$ cat src/rtl/gpio_mux_pkg.sv
package gpio_mux_pkg;
  localparam int FUNC_W        = 3;
  localparam int PINS_PER_FSEL = 10;
  localparam int BANK_W        = 32;

  typedef enum logic [2:0] {
    FN_IN   = 3'b000,
    FN_OUT  = 3'b001,
    FN_ALT5 = 3'b010,
    FN_ALT4 = 3'b011,
    FN_ALT0 = 3'b100,
    FN_ALT1 = 3'b101,
    FN_ALT2 = 3'b110,
    FN_ALT3 = 3'b111
  } func_code_e;

  // byte offsets; each high-bank register sits 4 bytes above its low-bank twin
  localparam logic [7:0] OFF_FSEL  = 8'h00;
  localparam logic [7:0] OFF_SET   = 8'h18;
  localparam logic [7:0] OFF_CLR   = 8'h20;
  localparam logic [7:0] OFF_LEVEL = 8'h28;
  localparam logic [7:0] OFF_EVENT = 8'h30;
  localparam logic [7:0] OFF_RISE  = 8'h38;
  localparam logic [7:0] OFF_FALL  = 8'h40;
  localparam logic [7:0] OFF_HIGH  = 8'h48;
  localparam logic [7:0] OFF_LOW   = 8'h50;

  function automatic int fsel_reg(input int pin);
    return pin / PINS_PER_FSEL;
  endfunction

  function automatic int fsel_shift(input int pin);
    return FUNC_W * (pin % PINS_PER_FSEL);
  endfunction

  function automatic logic [BANK_W-1:0] detect_hits(
    input logic [BANK_W-1:0] now_lvl,
    input logic [BANK_W-1:0] old_lvl,
    input logic [BANK_W-1:0] en_rise,
    input logic [BANK_W-1:0] en_fall,
    input logic [BANK_W-1:0] en_high,
    input logic [BANK_W-1:0] en_low);
    logic [BANK_W-1:0] up, down;
    up   = now_lvl & ~old_lvl;
    down = ~now_lvl & old_lvl;
    return (en_rise & up) | (en_fall & down) | (en_high & now_lvl) | (en_low & ~now_lvl);
  endfunction
endpackage

$ cat src/rtl/gpio_sync.sv
module gpio_sync #(
  parameter int WIDTH = 54
) (
  input  logic             clk,
  input  logic             rst_n,
  input  logic [WIDTH-1:0] async_in,
  output logic [WIDTH-1:0] sync_out
);
  logic [WIDTH-1:0] stage1_q, stage2_q;

  always_ff @(posedge clk) begin
    if (!rst_n) begin
      stage1_q <= '0;
      stage2_q <= '0;
    end else begin
      stage1_q <= async_in;
      stage2_q <= stage1_q;
    end
  end

  assign sync_out = stage2_q;
endmodule

$ cat src/rtl/gpio_fsel_bank.sv
module gpio_fsel_bank
  import gpio_mux_pkg::*;
#(
  parameter int NUM_PINS = 54,
  parameter int IDX_W    = 3
) (
  input  logic                       clk,
  input  logic                       rst_n,
  input  logic                       wr_en,
  input  logic [IDX_W-1:0]           idx,
  input  logic [FUNC_W*PINS_PER_FSEL-1:0] wdata,
  output logic [31:0]                rd_word,
  output logic [FUNC_W*NUM_PINS-1:0] func_flat,
  output logic [NUM_PINS-1:0]        oe
);
  logic [FUNC_W-1:0] func_q [NUM_PINS];

  for (genvar p = 0; p < NUM_PINS; p++) begin : g_pin
    localparam int REG_IDX = p / PINS_PER_FSEL;
    localparam int SHIFT   = FUNC_W * (p % PINS_PER_FSEL);
    always_ff @(posedge clk) begin
      if (!rst_n)
        func_q[p] <= FN_IN;
      else if (wr_en && idx == IDX_W'(REG_IDX))
        func_q[p] <= wdata[SHIFT +: FUNC_W];
    end
    assign func_flat[FUNC_W*p +: FUNC_W] = func_q[p];
    assign oe[p] = (func_q[p] == FN_OUT);
  end

  always_comb begin
    rd_word = '0;
    for (int p = 0; p < NUM_PINS; p++) begin
      if (idx == IDX_W'(fsel_reg(p)))
        rd_word[fsel_shift(p) +: FUNC_W] = func_q[p];
    end
  end

  // codes change only on a select-register write
  p_fsel_hold_r2: assert property (@(posedge clk) disable iff (!rst_n)
    !wr_en |=> $stable(func_flat));
endmodule

$ cat src/rtl/gpio_event_unit.sv
module gpio_event_unit
  import gpio_mux_pkg::*;
#(
  parameter int WIDTH = 32
) (
  input  logic             clk,
  input  logic             rst_n,
  input  logic [WIDTH-1:0] lvl,
  input  logic [3:0]       cfg_we,     // 0 rise, 1 fall, 2 high, 3 low
  input  logic             clr_we,
  input  logic [WIDTH-1:0] wdata,
  output logic [31:0]      rise_rd,
  output logic [31:0]      fall_rd,
  output logic [31:0]      high_rd,
  output logic [31:0]      low_rd,
  output logic [31:0]      status_rd
);
  logic [WIDTH-1:0] rise_q, fall_q, high_q, low_q, prev_q, status_q;
  logic [WIDTH-1:0] hits, clr_mask;
  logic [BANK_W-1:0] hits_full;

  assign hits_full = detect_hits(BANK_W'(lvl), BANK_W'(prev_q), BANK_W'(rise_q),
                                 BANK_W'(fall_q), BANK_W'(high_q), BANK_W'(low_q));
  assign hits     = hits_full[WIDTH-1:0];
  assign clr_mask = clr_we ? wdata : '0;

  always_ff @(posedge clk) begin
    if (!rst_n) begin
      rise_q   <= '0;
      fall_q   <= '0;
      high_q   <= '0;
      low_q    <= '0;
      prev_q   <= '0;
      status_q <= '0;
    end else begin
      prev_q <= lvl;
      if (cfg_we[0]) rise_q <= wdata;
      if (cfg_we[1]) fall_q <= wdata;
      if (cfg_we[2]) high_q <= wdata;
      if (cfg_we[3]) low_q  <= wdata;
      status_q <= (status_q & ~clr_mask) | hits;
    end
  end

  assign rise_rd   = 32'(rise_q);
  assign fall_rd   = 32'(fall_q);
  assign high_rd   = 32'(high_q);
  assign low_rd    = 32'(low_q);
  assign status_rd = 32'(status_q);

  // without a clear write, set event bits stay set
  p_status_sticky_r10: assert property (@(posedge clk) disable iff (!rst_n)
    !clr_we |=> ((status_q & $past(status_q)) == $past(status_q)));

  // every detected condition lands in the status register
  p_hit_latched_r8: assert property (@(posedge clk) disable iff (!rst_n)
    (|hits) |=> ((status_q & $past(hits)) == $past(hits)));

  // a live enabled high level wins over a clear
  p_level_reasserts_r11: assert property (@(posedge clk) disable iff (!rst_n)
    (|(high_q & lvl)) |=> ((status_q & $past(high_q & lvl)) == $past(high_q & lvl)));
endmodule

$ cat src/rtl/gpio_mux_bank.sv
module gpio_mux_bank
  import gpio_mux_pkg::*;
#(
  parameter int NUM_PINS = 54,
  parameter int ADDR_W   = 8
) (
  input  logic                       clk,
  input  logic                       rst_n,
  input  logic                       bus_sel,
  input  logic                       bus_wr,
  input  logic [ADDR_W-1:0]          bus_addr,
  input  logic [31:0]                bus_wdata,
  output logic [31:0]                bus_rdata,
  output logic                       bus_ready,
  input  logic [NUM_PINS-1:0]        pin_in,
  output logic [NUM_PINS-1:0]        pin_out,
  output logic [NUM_PINS-1:0]        pin_oe,
  output logic [FUNC_W*NUM_PINS-1:0] pin_func
);
  localparam int HI_W      = NUM_PINS - BANK_W;
  localparam int FSEL_REGS = (NUM_PINS + PINS_PER_FSEL - 1) / PINS_PER_FSEL;
  localparam int IDX_W     = $clog2(FSEL_REGS);
  localparam int FSEL_END  = 4 * FSEL_REGS;

  logic                 acc_wr;
  logic [NUM_PINS-1:0]  lvl_sync;
  logic [NUM_PINS-1:0]  out_q;
  logic [31:0]          fsel_rd, rd_mux, rdata_q;
  logic                 ready_q, fsel_we;
  logic [31:0]          rise_rd [2];
  logic [31:0]          fall_rd [2];
  logic [31:0]          high_rd [2];
  logic [31:0]          low_rd  [2];
  logic [31:0]          stat_rd [2];
  logic [31:0]          lvl_rd  [2];

  assign acc_wr  = bus_sel && bus_wr;
  assign fsel_we = acc_wr && (int'(bus_addr) < FSEL_END) && (bus_addr[1:0] == 2'b00);

  gpio_sync #(.WIDTH(NUM_PINS)) u_sync (
    .clk(clk), .rst_n(rst_n), .async_in(pin_in), .sync_out(lvl_sync));

  gpio_fsel_bank #(.NUM_PINS(NUM_PINS), .IDX_W(IDX_W)) u_fsel (
    .clk(clk), .rst_n(rst_n), .wr_en(fsel_we), .idx(bus_addr[2 +: IDX_W]),
    .wdata(bus_wdata[FUNC_W*PINS_PER_FSEL-1:0]), .rd_word(fsel_rd),
    .func_flat(pin_func), .oe(pin_oe));

  for (genvar b = 0; b < 2; b++) begin : g_bank
    localparam int W  = (b == 0) ? BANK_W : HI_W;
    localparam int LO = b * BANK_W;
    logic [3:0] cfg_we;
    always_comb begin
      for (int k = 0; k < 4; k++)
        cfg_we[k] = acc_wr && (bus_addr == ADDR_W'(OFF_RISE + 8 * k + 4 * b));
    end
    gpio_event_unit #(.WIDTH(W)) u_evt (
      .clk(clk), .rst_n(rst_n), .lvl(lvl_sync[LO +: W]), .cfg_we(cfg_we),
      .clr_we(acc_wr && bus_addr == ADDR_W'(OFF_EVENT + 4 * b)),
      .wdata(bus_wdata[W-1:0]),
      .rise_rd(rise_rd[b]), .fall_rd(fall_rd[b]), .high_rd(high_rd[b]),
      .low_rd(low_rd[b]), .status_rd(stat_rd[b]));
    assign lvl_rd[b] = 32'(lvl_sync[LO +: W]);
  end

  always_ff @(posedge clk) begin
    if (!rst_n) begin
      out_q <= '0;
    end else if (acc_wr) begin
      if (bus_addr == ADDR_W'(OFF_SET))       out_q[BANK_W-1:0]        <= out_q[BANK_W-1:0] | bus_wdata;
      if (bus_addr == ADDR_W'(OFF_SET + 4))   out_q[NUM_PINS-1:BANK_W] <= out_q[NUM_PINS-1:BANK_W] | bus_wdata[HI_W-1:0];
      if (bus_addr == ADDR_W'(OFF_CLR))       out_q[BANK_W-1:0]        <= out_q[BANK_W-1:0] & ~bus_wdata;
      if (bus_addr == ADDR_W'(OFF_CLR + 4))   out_q[NUM_PINS-1:BANK_W] <= out_q[NUM_PINS-1:BANK_W] & ~bus_wdata[HI_W-1:0];
    end
  end
  assign pin_out = out_q;

  always_comb begin
    rd_mux = '0;
    if (int'(bus_addr) < FSEL_END) rd_mux = fsel_rd;
    for (int b = 0; b < 2; b++) begin
      if (bus_addr == ADDR_W'(OFF_LEVEL + 4 * b)) rd_mux = lvl_rd[b];
      if (bus_addr == ADDR_W'(OFF_EVENT + 4 * b)) rd_mux = stat_rd[b];
      if (bus_addr == ADDR_W'(OFF_RISE  + 4 * b)) rd_mux = rise_rd[b];
      if (bus_addr == ADDR_W'(OFF_FALL  + 4 * b)) rd_mux = fall_rd[b];
      if (bus_addr == ADDR_W'(OFF_HIGH  + 4 * b)) rd_mux = high_rd[b];
      if (bus_addr == ADDR_W'(OFF_LOW   + 4 * b)) rd_mux = low_rd[b];
    end
  end

  always_ff @(posedge clk) begin
    if (!rst_n) begin
      ready_q <= 1'b0;
      rdata_q <= '0;
    end else begin
      ready_q <= bus_sel;
      if (bus_sel && !bus_wr) rdata_q <= rd_mux;
    end
  end
  assign bus_ready = ready_q;
  assign bus_rdata = rdata_q;

  // every access completes one cycle later
  p_ready_follows_r12: assert property (@(posedge clk) disable iff (!rst_n)
    bus_sel |=> bus_ready);

  // set bits land high on the pins
  p_set_high_r3: assert property (@(posedge clk) disable iff (!rst_n)
    (acc_wr && bus_addr == ADDR_W'(OFF_SET)) |=>
      ((pin_out[BANK_W-1:0] & $past(bus_wdata)) == $past(bus_wdata)));

  // clear bits land low on the pins
  p_clr_low_r4: assert property (@(posedge clk) disable iff (!rst_n)
    (acc_wr && bus_addr == ADDR_W'(OFF_CLR)) |=>
      ((pin_out[BANK_W-1:0] & $past(bus_wdata)) == '0));

  // high-bank reads never show bits above the last pin
  p_hi_bank_zero_r6: assert property (@(posedge clk) disable iff (!rst_n)
    (bus_sel && !bus_wr && bus_addr >= ADDR_W'(OFF_LEVEL) && bus_addr[2]) |=>
      (bus_rdata[31:HI_W] == '0));
endmodule

$ cat config.mk
export PLATFORM = sky130hd
export DESIGN_NAME = gpio_mux_bank
export DESIGN_NICKNAME = d
export VERILOG_FILES = /design/src/rtl/gpio_mux_pkg.sv /design/src/rtl/gpio_sync.sv /design/src/rtl/gpio_fsel_bank.sv /design/src/rtl/gpio_event_unit.sv /design/src/rtl/gpio_mux_bank.sv
export SDC_FILE = /design/constraint.sdc
export NUM_CORES = 1
export LEC_CHECK = 0
export BUFFER_PORTS_ARGS = -buffer_cell sky130_fd_sc_hd__buf_4
export CORE_ASPECT_RATIO = 0.9
export CORE_MARGIN = 1.5
export CORE_UTILIZATION = 48
export CTS_CLUSTER_DIAMETER = 40
export DETAILED_ROUTE_END_ITERATION = 8
export HOLD_SLACK_MARGIN = 0.03
export PLACE_DENSITY = 0.71
export SYNTH_ARGS = -nofsm -noshare
export SYNTH_HDL_FRONTEND = slang
export SYNTH_SLANG_ARGS = --single-unit
$ cat constraint.sdc
create_clock -name clk -period 5.6 [get_ports clk]
set_input_delay 0.56 -clock clk [delete_from_list [all_inputs] [get_ports clk]]
set_output_delay 0.56 -clock clk [all_outputs]
set_load 0.005 [all_outputs]
=== Word level (Yosys, flattened, before mapping) ===
Memory sizes are Yosys's and may differ from the RTL's.
Index checks and enable logic that the tools add are counted.

* Flip-flop bits (word level): 519
* Memories: 1
* Bits of input ports: 98
* Bits in writable memories: 162
* Word-level logic and storage cells: 356
* Output and inout port bits: 303

* Order comparisons: 1
* Reductions and logical operators: 27
* Eq/ne operators: 75
* Bitwise logic cells: 88
* Muxes and demuxes: 146

{| class="wikitable"
|+ Memory list
! name !! words !! width !! rd ports !! clocked after memory_dff !! wr ports !! line !! source
|-
| u_fsel.func_q || 54 || 3 || 54 || 0 || 54 || gpio_fsel_bank.sv:16 || <nowiki>logic [FUNC_W-1:0] func_q [NUM_PINS];</nowiki>
|}

{| class="wikitable"
|+ Operator list
! kind !! count
|-
| 32-bit two-way mux || 15
|-
| 3-bit two-way mux || 108
|-
| 32-bit AND || 8
|-
| 22-bit AND || 8
|-
| 3-bit by 1-bit equality test with 1-bit output, second input constant || 55
|-
| 32-bit bitwise OR || 5
|-
| 32-bit NOT || 4
|-
| 22-bit bitwise OR || 5
|-
| 22-bit NOT || 4
|-
| 22-bit two-way mux || 3
|-
| 8-bit by 6-bit equality test with 1-bit output, second input constant || 8
|-
| 1-bit bitwise OR || 54
|-
| 8-bit by 7-bit equality test with 1-bit output, second input constant || 6
|-
| 30-bit two-way mux || 1
|-
| 1-bit logical AND || 20
|-
| 1-bit two-way mux || 19
|-
| 8-bit by 5-bit equality test with 1-bit output, second input constant || 2
|-
| 8-bit by 5-bit less-than comparator with 1-bit output, second input constant || 1
|-
| 3-bit by 2-bit equality test with 1-bit output, second input constant || 2
|-
| 3-bit equality test, second input constant || 2
|-
| 2-bit AND reduction || 2
|-
| 2-bit nonzero test || 2
|-
| 3-bit logical NOT || 1
|-
| 2-bit logical NOT || 1
|-
| 1-bit logical NOT || 1
|}

=== Depth between registers and ports, before layout ===
Gate-level depths: netlist (run 1).

* Depth after elaboration: 20
* Gate-level depth with buffers: 11
* Depth with buffers taken out: 6

=== Cells and area by module ===
A second synthesis (run 1) with hierarchy kept.

* Cells, all modules: 3157
* Area, all modules: 32235.9 um^2

{| class="wikitable"
|+ By module, submodules not included
! module !! cells each !! area each (um^2) !! seq. area each (um^2) !! times used
|-
| gpio_fsel_bank || 607 || 8096.5 || 4864.7 || 1
|-
| gpio_event_unit (g_bank[0].u_evt) || 712 || 7773.7 || 3843.7 || 1
|-
| gpio_mux_bank || 1070 || 7743.7 || 1741.7 || 1
|-
| gpio_event_unit (g_bank[1].u_evt) || 541 || 5710.5 || 2642.5 || 1
|-
| gpio_sync || 227 || 2911.5 || 2162.1 || 1
|}

=== Worst setup path before layout (run 1) ===
OpenSTA, ideal clock, no wires.

* Path type: input port to flip-flop
* Start: input bus_addr[7]
* End: memory u_fsel.func_q[0][0] (enable)
* Buffers on the path: 3
* Stages: 7
* Arrival: 4.840 ns
* Required time: 5.099 ns
* Path slack: 0.259 ns
* Setup time: 0.501 ns
* Path through: or2_1 > buf_2 > nor3b_4 > buf_4 > buf_4 > nand3_1 > o41ai_1

{| class="wikitable"
|+ RTL lines
! element !! line !! source
|-
| from (decl) || gpio_mux_bank.sv:11 || <nowiki>input logic [ADDR_W-1:0] bus_addr,</nowiki>
|-
| to (decl) || gpio_fsel_bank.sv:16 ||
|}

=== Worst setup path in the final report (run 1) ===
* Start: input bus_addr[4]
* End: register g_bank[0].u_evt.status_q[0]

* Cells in the longest elaborated chain, start to end: 6

{| class="wikitable"
|+ Ends and longest elaborated chain
! element !! line !! source
|-
| 8-bit by 6-bit equality test with 1-bit output || gpio_mux_bank.sv:58 || <nowiki>.clr_we(acc_wr && bus_addr == ADDR_W'(OFF_EVENT + 4 * b)),</nowiki>
|-
| 1-bit logical AND || gpio_mux_bank.sv:58 ||
|-
| 32-bit two-way mux || gpio_event_unit.sv:25 || <nowiki>assign clr_mask = clr_we ? wdata : '0;</nowiki>
|-
| 32-bit NOT || gpio_event_unit.sv:41 || <nowiki>status_q <= (status_q & ~clr_mask) | hits;</nowiki>
|-
| 32-bit AND || gpio_event_unit.sv:41 ||
|-
| 32-bit bitwise OR || gpio_event_unit.sv:41 ||
|-
| to (signal assigned) || gpio_event_unit.sv:41 ||
|-
| to (decl) || gpio_event_unit.sv:18 || <nowiki>logic [WIDTH-1:0] rise_q, fall_q, high_q, low_q, prev_q, status_q;</nowiki>
|}

No other way between the ends.
A chain may end at the register's enable or synchronous reset.

==> results of run 1 <==
path summary, 6_finish.rpt:
check / end / slack [ns] / start / depth (start not counted)
min reg2reg: u_sync.sync_out[2] / 0.41 / u_sync.stage1_q[2] / 1
max: g_bank[0].u_evt.status_rd[0] / 2.34 / bus_addr[4] / 7
min: u_sync.stage1_q[23] / 0.12 / pin_in[23] / 2
max reg2reg: bus_rdata[0] / 3.49 / u_fsel.func_q[1][42] / 6
registers in the layout, summed over array words and instances (netlist names), named ones only:
| register | cells |
|---|---|
| u_fsel.func_q | 162 |
| g_bank.u_evt.prev_q | 54 |
| u_sync.stage1_q | 54 |
| u_sync.sync_out | 54 |
| bus_rdata | 32 |
| g_bank.u_evt.fall_rd | 32 |
| g_bank.u_evt.high_rd | 32 |
| g_bank.u_evt.low_rd | 32 |
| g_bank.u_evt.rise_rd | 32 |
| g_bank.u_evt.status_rd | 32 |
| g_bank.u_evt.fall_q | 22 |
| g_bank.u_evt.high_q | 22 |
| g_bank.u_evt.low_q | 22 |
| g_bank.u_evt.rise_q | 22 |
| g_bank.u_evt.status_q | 22 |
| bus_ready | 1 |
critical path, cell delays in order:
cell and delay (ns):
buf_4 0.64, and4bb_2 0.67, nand2_1 0.30, nor2_4 1.06
nand2_1 0.12, a21oi_1 0.21, nor2_1 0.06
synthesized netlist by cell type (11+ instances only):
master	count	area share [%]
nor3b_1	54	1.4
a221oi_1	11	0.33
nor2_1	119	1.5
nor3_1	18	0.31
mux2i_1	59	2.0
nand2_1	602	7.7
buf_2	74	1.3
o221ai_1	24	0.72
a211oi_1	86	2.2
mux4_2	12	0.92
nand3_1	33	0.56
a21oi_1	540	9.2
inv_1	70	0.90
buf_4	14	0.36
edfxtp_1	162	17
dfxtp_1	519	35
a22oi_1	19	0.49
nand2b_1	13	0.28
mux2_2	20	0.77
and2_1	328	7.0
o21ai_0	62	1.1
clkbuf_1	184	2.4
o22ai_1	67	1.4
a31oi_1	16	0.34
cell type report:
| cell class | count | area, µm² |
|---|---|---|
| inverters | 72 | 278 |
| fillers | 5209 | 24200 |
| clock inverters | 67 | 654 |
| flip-flops and latches | 681 | 15300 |
| multi-input cells | 2242 | 12800 |
| well taps | 783 | 980 |
| repair buffers | 448 | 3400 |
| diodes | 1 | 2.50 |
| clock buffers | 109 | 2590 |
per-layer routing:
layer  up-vias  track usage, %
met5         -               0
met4         0            14.4
met3       267            8.01
met2      1552            51.4
met1     12600            43.5
li1      12000               -
cell families (layout without fill, tap and decap cells):
group                  count (synthesis)  after routing  synth area share [%]
flip-flops                           681            681                  52.0
multiplexers                          91             91                  3.70
AND/OR/NAND/NOR                     1221           1221                  20.5
other                                  0              1                     0
buffers and inverters                347            696                  4.96
AO/OA/AOI/OAI                        930            930                  18.8
where the power goes:
part	switching [µW]	internal (µW)	leakage, µW
combinational	502	315	0.00563
clock	2430	3630	0.00156
sequential	131	5170	0.00576
stage by stage:
| step | area (µm²) | total power [µW] | std cells | hold slack (ns) |
|---|---|---|---|---|
| floorplan | 29400 | 5760 | 3270 | 0.412 |
| global placement | 32700 | 6190 | 4226 | 0.416 |
| detailed placement | 32700 | 6200 | 4226 | 0.417 |
| CTS | 35900 | 12200 | 4402 | 0.0949 |
| global route | 35900 | 12500 | 4402 | 0.101 |
| finish | 35900 | 12200 | 4403 | 0.118 |
==> impl_metrics.csv, run 1 <==
group,metric,value,unit
outcome,status,"completed",
yosys,synth_edf_count,162,
routing,drt_iter0_markers,3243,
clock_network,cts.sinks,681,
routing,ant_nets,0,
global_routing,grt_pass1_vias,24500,
routing,top_layer,"met4",
clock_network,cts_resized,0,
routing,viasPerCell,5.99,
critical_path,path_max_fanout,60,
clock_network,clk_latency,0.65,ns
critical_path,cp-end-kind,"flop",
critical_path,cp.required,6.08,ns
finish,mostFrequentLayoutCells,"nand2_1, a21oi_1, dfxtp_1, buf_4, and2_1",
critical_path,startpoint_type,"input port",
routing,route.detailed.drc,0,
yosys,synth_cells,3270,
die,die_w,264,µm
yosys,syn_area,29400,µm²
global_routing,track_usage,32.9,%
power,power_density,339,nW/µm²
clock_network,cts_buffer_depth,3,
clock_network,cts_made_buffers,94,
timing,drv_slew,0,
global_routing,grt_antenna_before_repair,1,
die,core_area,60100,µm²
timing,max_slew_margin,15.8,%
min_path,hp-class,"in2reg",
clock_network,clock-root-buffer,"clkbuf_16",
timing,fin_setup_tns,0,ns
yosys,synthArstFlopShare,0,%
routing,wl_per_cell,24.1,µm
timing,fmax,307,MHz
routing,vias,26400,
finish,drive_gt1_share,19.7,%
yosys,synth_ff_type,"dfxtp_1",
global_routing,grt_pass1_wl,157,mm
timing,timing.final.crit_share,58.3,%
yosys,ys_ff_latch,681,
finish,area_growth,22.4,%
routing,wl_met3,11.5,mm
yosys,syn_avg_cell_area,8.98,µm²
placed_design,port_buffers,400,
finish,fin_util,59.8,%
routing,met2_length,48.2,mm
timing,hold_violations,0,
yosys,syn_nets,3368,
yosys,ys_seq_area_share,52.0,%
timing,finClkSkew,0.0320,ns
timing,layout_setup_ws,2.34,ns
routing,drt-pass1-iter-count,6,
clock_network,cts_tree,"yes",
placed_design,hpwl,69.6,mm
power,peakVddDrop,0.227,mV
die,fp-row-count,85,
timing,setup_viol,0,
routing,wl_met1,41.8,mm
placed_design,place_ws,1.92,ns
critical_path,cp_data_arrival_time,3.75,ns
clock_network,postCtsHoldBufs,0,
placed_design,globalplace.congestion,0.909,
die,start_util,48.9,%
clock_network,cts_max_level,3,
die,io_pins,401,
critical_path,crit_type,"in2reg",
timing,worst_slew_pin_slew,1.26,ns
clock_network,cts_setup_buffers,0,
finish,layout_commonest_cell,"nand2_1",
global_routing,grt-ovfl-total,0,
timing,post-route-min-period,3.26,ns
run,maxCapViolations,0,
finish,finalNetCount,3637,
global_routing,grt_max_degree,202,
yosys,ys_types,77,
routing,routed_wl,106,mm
power,p_leak,0.0130,µW
yosys,yosysWarnings,0,
die,dieArea,62600,µm²
die,die-height,238,µm
timing,rsz0062_at_grt,"false",
clock_network,clk_pin_slew,0.06,ns
(Power assumes the default switching activity.)
==> run 2, diff against run 1 <==
- clock period: 5.6 -> 2.6 ns (I/O delays scaled with it)
==> run 2 against run 1 <==
  * Sequential cell count is the same
  * Global-route usage grew 0.77 points
  * Critical path type is now reg2reg
  * Worst setup slack lost 1.8 ns
  * Largest cell class unchanged
  * Utilization grew 2.8 points
  * Highest routed layer is now met5
  * Die area is the same
  * Critical endpoint is now bus_rdata[0]
  * Count of clock-buffer cells in the layout shrank 4
==> impl_metrics.csv, run 2 (synthesized netlist as in run 1, its figures left out) <==
group,metric,value,unit
critical_path,cp_cell_sequence,"mux4_2 > o2bb2ai_1 > nand2_1 > o221ai_1 > a311oi_1 > o22ai_1",
clock_network,cts_setup_buffers,0,
timing,timing.final.crit_share,78.6,%
critical_path,cp.required,3.11,ns
clock_network,cts_tree,"yes",
clock_network,clk_pin_slew,0.06,ns
timing,rsz0062_at_grt,"false",
power,power_density,686,nW/µm²
clock_network,clock-root-buffer,"clkbuf_16",
clock_network,clk_latency,0.66,ns
critical_path,critPathMaxStageDelay,0.52,ns
routing,viasPerCell,5.96,
timing,post-route-min-period,2.04,ns
clock_network,postCtsHoldBufs,86,
finish,drive_gt1_share,20.8,%
routing,drt-pass1-iter-count,6,
placed_design,port_buffers,400,
die,fp-row-count,85,
placed_design,hpwl,73.7,mm
global_routing,grt_pass1_wl,160,mm
placed_design,globalplace.congestion,0.967,
global_routing,grt-ovfl-total,0,
run,maxCapViolations,0,
timing,hold_violations,0,
timing,setup_viol,0,
clock_network,cts_buffer_depth,3,
critical_path,path_max_fanout,3,
die,die_w,264,µm
timing,layout_setup_ws,0.556,ns
finish,fin_util,62.6,%
timing,fmax,489,MHz
die,dieArea,62600,µm²
power,peakVddDrop,0.618,mV
timing,max_slew_margin,49.5,%
critical_path,cp-end-kind,"flop",
finish,regMostFlops,"u_fsel.func_q",
timing,finClkSkew,0.0326,ns
critical_path,slowest_stage,"mux4_2",
global_routing,grt_max_degree,98,
global_routing,track_usage,33.7,%
power,power,25800,µW
global_routing,grt_pass1_vias,25300,
placed_design,place_ws,0.256,ns
routing,ant_nets,0,
critical_path,crit_type,"reg2reg",
routing,route.detailed.drc,0,
critical_path,path_buf_inv,0,
routing,vias,27300,
die,core_area,60100,µm²
clock_network,cts_made_buffers,89,
routing,drt_iter0_markers,3334,
timing,hold_ws,0.0885,ns
finish,finalNetCount,3815,
outcome,status,"completed",
clock_network,cts.sinks,681,
critical_path,cp_data_arrival_time,2.56,ns
clock_network,cts_resized,0,
finish,largest_register_ffs,162,
finish,mostFrequentLayoutCells,"nand2_1, a21oi_1, buf_4, dfxtp_1, and2_1",
min_path,hp-class,"in2reg",
timing,fin_setup_tns,0,ns
power,p_leak,0.0138,µW
critical_path,critical_path.top_delay_family,"compound AO/OA/AOI/OAI gates",
clock_network,cts_max_level,3,
routing,routed_wl,109,mm
finish,layout_commonest_cell,"nand2_1",
critical_path,startpoint_type,"flop",
timing,drv_slew,0,
routing,wl_per_cell,23.9,µm
timing,worst_slew_pin_slew,0.747,ns
die,start_util,48.9,%
die,io_pins,401,
global_routing,grt_antenna_before_repair,3,
finish,area_growth,28.1,%
die,die-height,238,µm
==> run 2: changes by cell type in the layout (fill, tap and decap cells not counted), sizes merged <==
cell | before | now
clkbuf | 109 | 105
clkinvlp | 16 | 10
bufinv | 5 | 4
buf | 448 | 545
dlygate4sd3 | 0 | 86
diode | 1 | 4
clkinv | 25 | 27
==> run 2: area by class of cell <==
class,count,area (µm²)
repair buffers,631,5240
flip-flops and latches,681,15300
diodes,4,10.0
clock inverters,62,644
multi-input cells,2242,12800
clock buffers,105,2420
inverters,72,278
well taps,783,980
fillers,4972,22500
==> run 2: power by group <==
part           switching [µW]  internal [µW]
registers                 292          11100
logic                    1110            836
clock network            5150           7270
total                    6560          19200
==> run 2: worst paths after layout <==
path,start,to,slack (ns),depth (start not counted)
setup / recovery,u_fsel.func_q[1][12],bus_rdata[0],0.56,6
hold / removal,bus_wdata[21],flop,0.09,3
setup reg to reg,u_fsel.func_q[1][12],bus_rdata[0],0.56,6
hold reg to reg,u_sync.stage1_q[11],u_sync.sync_out[11],0.41,1
==> run 2: per-layer routing <==
metal,GRT usage [%],share of wire [%],up-vias
met3,7.19,10,306
met2,53.4,46,1577
met4,14.5,4.3,2
met5,0,0.012,-
li1,-,-,12300
met1,44.6,40,13100
==> run 2: worst min-delay path, cell delays in order <==
cell and delay (ns):
buf_4 0.23, nand3_1 0.11, a21oi_1 0.06
==> run 2: metrics by stage <==
step,area (µm²),cells
floorplan,29400,3270
global placement,33700,4323
detailed placement,33700,4323
CTS,37600,4576
global route,37600,4577
finish,37600,4580
